### config.mk
export PLATFORM = sky130hd
export DESIGN_NAME = cvsd_decoder
export DESIGN_NICKNAME = d
export VERILOG_FILES = /design/src/rtl/cvsd_decoder.sv
export SDC_FILE = /design/constraint.sdc
export NUM_CORES = 1
export LEC_CHECK = 0
export CAP_MARGIN = 20
export CORE_ASPECT_RATIO = 1.1
export CORE_MARGIN = 3
export CORE_UTILIZATION = 43
export DETAILED_ROUTE_END_ITERATION = 12
export DONT_BUFFER_PORTS = 1
export PLACE_DENSITY = 0.57
export SYNTH_ARGS = -nofsm -noshare
export SYNTH_HDL_FRONTEND = slang
export SYNTH_SLANG_ARGS = --single-unit
### constraint.sdc
create_clock -name clk -period 8.85 [get_ports clk]
set_clock_uncertainty 0.2 [all_clocks]
set_input_delay 0.4425 -clock clk [delete_from_list [all_inputs] [get_ports clk]]
set_output_delay 0.4425 -clock clk [all_outputs]
set_load 0.02 [all_outputs]
### src/rtl/cvsd_decoder.sv
module cvsd_decoder #(
  parameter int W         = 16,
  parameter int STEP_MIN  = 16,
  parameter int STEP_MAX  = 800,
  parameter int STEP_INC  = 64,
  parameter int DEC_SH    = 5,
  parameter int LEAK_SH   = 6
) (
  input  logic                clk,
  input  logic                rst_n,
  input  logic                bit_stb,
  input  logic                rx_bit,
  input  logic                alg3,
  input  logic                idle_n,
  input  logic                pwr_n,
  output logic signed [W-1:0] sample_out,
  output logic                sample_vld
);
  localparam int SW = W + 2;
  localparam logic signed [SW-1:0] POS_LIM = $signed({3'b000, {(W-1){1'b1}}});
  localparam logic signed [SW-1:0] NEG_LIM = $signed({3'b111, {(W-1){1'b0}}});
  localparam logic [W-1:0] SMIN = W'(STEP_MIN);
  localparam logic [W:0]   SMAX = (W+1)'(STEP_MAX);

  logic [W-1:0] step, step_n, step_dec;
  logic [W:0]   step_up;
  logic [2:0]   hist;
  logic         alt, eb, run;
  logic signed [W-1:0] leak;
  logic signed [SW-1:0] dstep, acc, acc_sat;
  wire accept = bit_stb & pwr_n;

  assign eb  = idle_n ? rx_bit : alt;
  assign run = (eb == hist[0]) && (eb == hist[1]) && (alg3 || (eb == hist[2]));

  assign step_up  = {1'b0, step} + (W+1)'(STEP_INC);
  assign step_dec = step - (step >> DEC_SH);

  always_comb begin
    if (run) step_n = (step_up > SMAX) ? SMAX[W-1:0] : step_up[W-1:0];
    else     step_n = (step_dec < SMIN) ? SMIN : step_dec;
  end

  assign leak  = sample_out >>> LEAK_SH;
  assign dstep = $signed({2'b00, step_n});
  assign acc   = {{2{sample_out[W-1]}}, sample_out} - {{2{leak[W-1]}}, leak}
               + (eb ? dstep : -dstep);

  always_comb begin
    if (acc > POS_LIM)      acc_sat = POS_LIM;
    else if (acc < NEG_LIM) acc_sat = NEG_LIM;
    else                    acc_sat = acc;
  end

  always_ff @(posedge clk or negedge rst_n) begin
    if (!rst_n) begin
      sample_out <= '0;
      sample_vld <= 1'b0;
      step       <= SMIN;
      hist       <= '0;
    end else begin
      sample_vld <= accept;
      if (accept) begin
        sample_out <= acc_sat[W-1:0];
        step       <= step_n;
        hist       <= {hist[1:0], eb};
      end
    end
  end

  always_ff @(posedge clk or negedge rst_n) begin
    if (!rst_n)      alt <= 1'b0;
    else if (idle_n) alt <= 1'b0;
    else if (accept) alt <= ~alt;
  end

  a_r2_vld_follows: assert property (@(posedge clk) disable iff (!rst_n)
    accept |=> sample_vld);
  a_r2_quiet_hold: assert property (@(posedge clk) disable iff (!rst_n)
    !accept |=> (!sample_vld && $stable(sample_out)));
  a_r7_frozen: assert property (@(posedge clk) disable iff (!rst_n)
    (!pwr_n) |=> ($stable(step) && $stable(hist) && $stable(sample_out)));
  a_r4_step_range: assert property (@(posedge clk) disable iff (!rst_n)
    (step >= SMIN) && ({1'b0, step} <= SMAX));
  a_r6_alt_toggles: assert property (@(posedge clk) disable iff (!rst_n)
    (accept && !idle_n) |=> (alt != $past(alt)));
  a_r5_sign_follows_bit: assert property (@(posedge clk) disable iff (!rst_n)
    (accept && eb && !sample_out[W-1]) |=> (sample_out >= $past(sample_out) - ($past(sample_out) >>> LEAK_SH)));
endmodule

==> out/results.txt <==
status -> finished clean
vias post-DR -> 4225
syn avg cell area -> 7.98 um^2
pin count of the biggest net entering global routing -> 60
die extent in x -> 105 um
initial antenna violation count -> 0
filler instances -> 1049
Slew @ Worst Pin -> 724 ps
Placer Congestion -> 0.936
Synth cell types -> 87
RSZ-0062 raised after global routing -> false
CTS tree -> done
Max Slew Vio Count -> 0
Clk pin slew, worst setup/hold paths -> 60 ps
Boundary Pins -> 24
worst min path class -> in -> reg
FMAX -> 0.130 GHz
# diodes -> 0
YS warnings -> 0
Num CTS Buffers -> 5
crit path DAT -> 7630 ps
Starting Density -> 44.2%
Yosys top cell by area -> dfrtp_1
Initial DRC Count -> 239
Final HPWL DP -> 9.64 mm
worst skew pair latency -> 280 ps
clk root buf -> clkbuf_16
Via density -> 5.91
DRC -> 0
register area share after synthesis -> 20.1%
# setup viols final -> 0
first-pass GRT wire length -> 20.4 mm
async set-reset flop share out of synthesis -> 100%
post-CTS resize count -> 0
GRT overflow -> 0
TNS Setup -> 0 ps
H-tree levels -> 2
Port Buffers -> 0
endpoints failing hold -> 0
Tcrit/Tclk final -> 86.6%
# nets final -> 628
Mapped Cells -> 578
Synthesized Nets -> 634
die height -> 115 um
TritonCTS sink count -> 37
min Tclk post-route -> 7670 ps
Slew HR -> 51.7%
FP Rows -> 39
CP Launch Type -> flop
Detail Route Antenna Nets -> 0
synth-to-layout area growth -> 5.50%
wire per inst -> 17.3 um
area of the multi-input gates -> 3440 um^2
ys flop type -> dfrtp_1
number of global-route vias before repair -> 4036
post-CTS setup buffers -> 0
Crit Path Class -> reg -> reg
CTS max path bufs -> 2
First-pass DRT Iterations -> 5
Reg area -> 927 um^2
Synth top area share -> 19.5%
CP Data Required Time -> 8810 ps
die area -> 12000 um^2
WL final -> 12.4 mm
critical path fanouts, max -> 12
Post-synth EDFFs -> 0
largest cells by area after synthesis -> dfrtp_1 (20%), ha_1 (12%), nand2_1 (5.0%)
synthesis-stage register bit count -> 37
Placeable Area -> 10400 um^2
Max-cap violations -> 0
CP endpoint kind -> flop
Total GRT Usage -> 20.9%
Mapped Area -> 4610 um^2
share of cells above drive strength 1 -> 8.22%
sequential cells by signal, summed over array words and instances (netlist names):
signal,cells
alt,1
sample_out,16
sample_vld,1
step,16
hist,3
worst paths after layout:
path                          from       endpoint  slack, ps  cells after the start
setup / recovery           step[5]  sample_out[2]       1180                     26
hold / removal              idle_n            alt         20                      1
setup reg to reg           step[5]  sample_out[2]       1180                     26
hold reg to reg            step[4]        step[4]        290                      2
max in group asynchronous    rst_n        step[4]       7760                      2
min in group asynchronous    rst_n        step[5]        440                      2
kinds of logic after synthesis:
kind of cell,count (synthesis),synth area share (%)
AO/OA/AOI/OAI,197,30.6
AND/OR/NAND/NOR,192,20.3
buffers and inverters,54,5.50
adder cells (fa/ha/maj),49,13.8
XOR/XNOR,44,8.51
flip-flops,37,20.1
multiplexers,5,1.25
final cells by class:
| type | instances | area share (%) |
|---|---|---|
| inverter | 37 | 2.85 |
| tap | 143 | 3.68 |
| multi-input combinational | 487 | 70.6 |
| clock buffer | 7 | 2.93 |
| sequential | 37 | 19.0 |
| timing repair buffer | 4 | 0.925 |
metrics by stage:
stage | instance area (um^2) | std cells | hold WS (ps) | worst slack (ps) | util [%]
finish | 4870 | 715 | 24.1 | 1180 | 46.6
global route | 4870 | 715 | 15.9 | 624 | 46.6
CTS | 4870 | 715 | 16.6 | 1240 | 46.6
detailed placement | 4700 | 706 | -51.2 | 1310 | 45.0
global placement | 4700 | 706 | -51.5 | 1370 | 45.0
floorplan | 4610 | 578 | -53.1 | 2340 | -
placed cells by master, fill, tap and decap left out, types with 3 or more instances in the layout:
cell,count
nand2_1,60
ha_1,46
nor2_1,45
o21ai_0,41
inv_1,37
a21oi_1,36
dfrtp_1,36
xnor2_1,26
nor3_1,19
xor2_1,17
a21o_1,14
nand2b_1,14
o21a_1,12
a221o_1,11
a211oi_1,10
nand3_1,10
a31oi_1,10
or2_2,8
o211ai_1,7
nor2b_1,7
clkbuf_16,5
and2_1,4
a21boi_0,4
a22oi_1,4
or3_1,3
o31ai_1,3
nor3b_1,3
a221o_2,3
fa_1,3
per-layer routing:
metal / wire, um / vias to the layer above / share of wire [%] / GRT usage, %
met5: 0 / - / 0 / 0
li1: - / 2113 / - / -
met2: 6040 / 105 / 49 / 35.8
met1: 5630 / 1989 / 45 / 26.9
met4: 262 / 0 / 2.1 / 7.61
met3: 463 / 18 / 3.7 / 2.88
what timing repair did:
item / 4_1_cts / 5_1_grt
hold endpoints to repair: 37 / 0
endpoints found under the setup margin: 0 / 0
hold buffers: 2 / 0
worst max-delay path: stages, from the launching register on:
cell and delay (ps):
dfrtp_1 500, ha_1 260, fa_1 270, nor2b_4 70, o31ai_2 440, a2111oi_0 220, a211oi_1 420, nand4_1 430
nor4_1 640, o32a_1 280, ha_1 200, nand2_1 70, a211oi_2 400, a21oi_1 150, xnor2_1 160, ha_1 370
inv_1 90, nor3_1 190, nand3_1 110, a21boi_0 350, a41o_1 300, nor2_1 110, o21ai_0 210, xor2_1 260
xnor2_2 170, or2_4 330, a221o_2 340
cell usage after synthesis, types with 4 or more instances:
library cell and n:
nand2_1 61, ha_1 46, nor2_1 45, o21ai_0 41, inv_1 37, a21oi_1 36
dfrtp_1 36, xnor2_1 26, nor3_1 19, xor2_1 17, a21o_1 14, nand2b_1 14
o21a_1 12, a221o_1 11, a211oi_1 10, a31oi_1 10, nand3_1 10, or2_2 8
clkbuf_1 7, nor2b_1 7, o211ai_1 7, a21boi_0 4, a22oi_1 4, and2_1 4
Power is left out: the tool's default activity adds up to more than one toggle a clock period on the data nets, which glitch-free logic cannot reach.
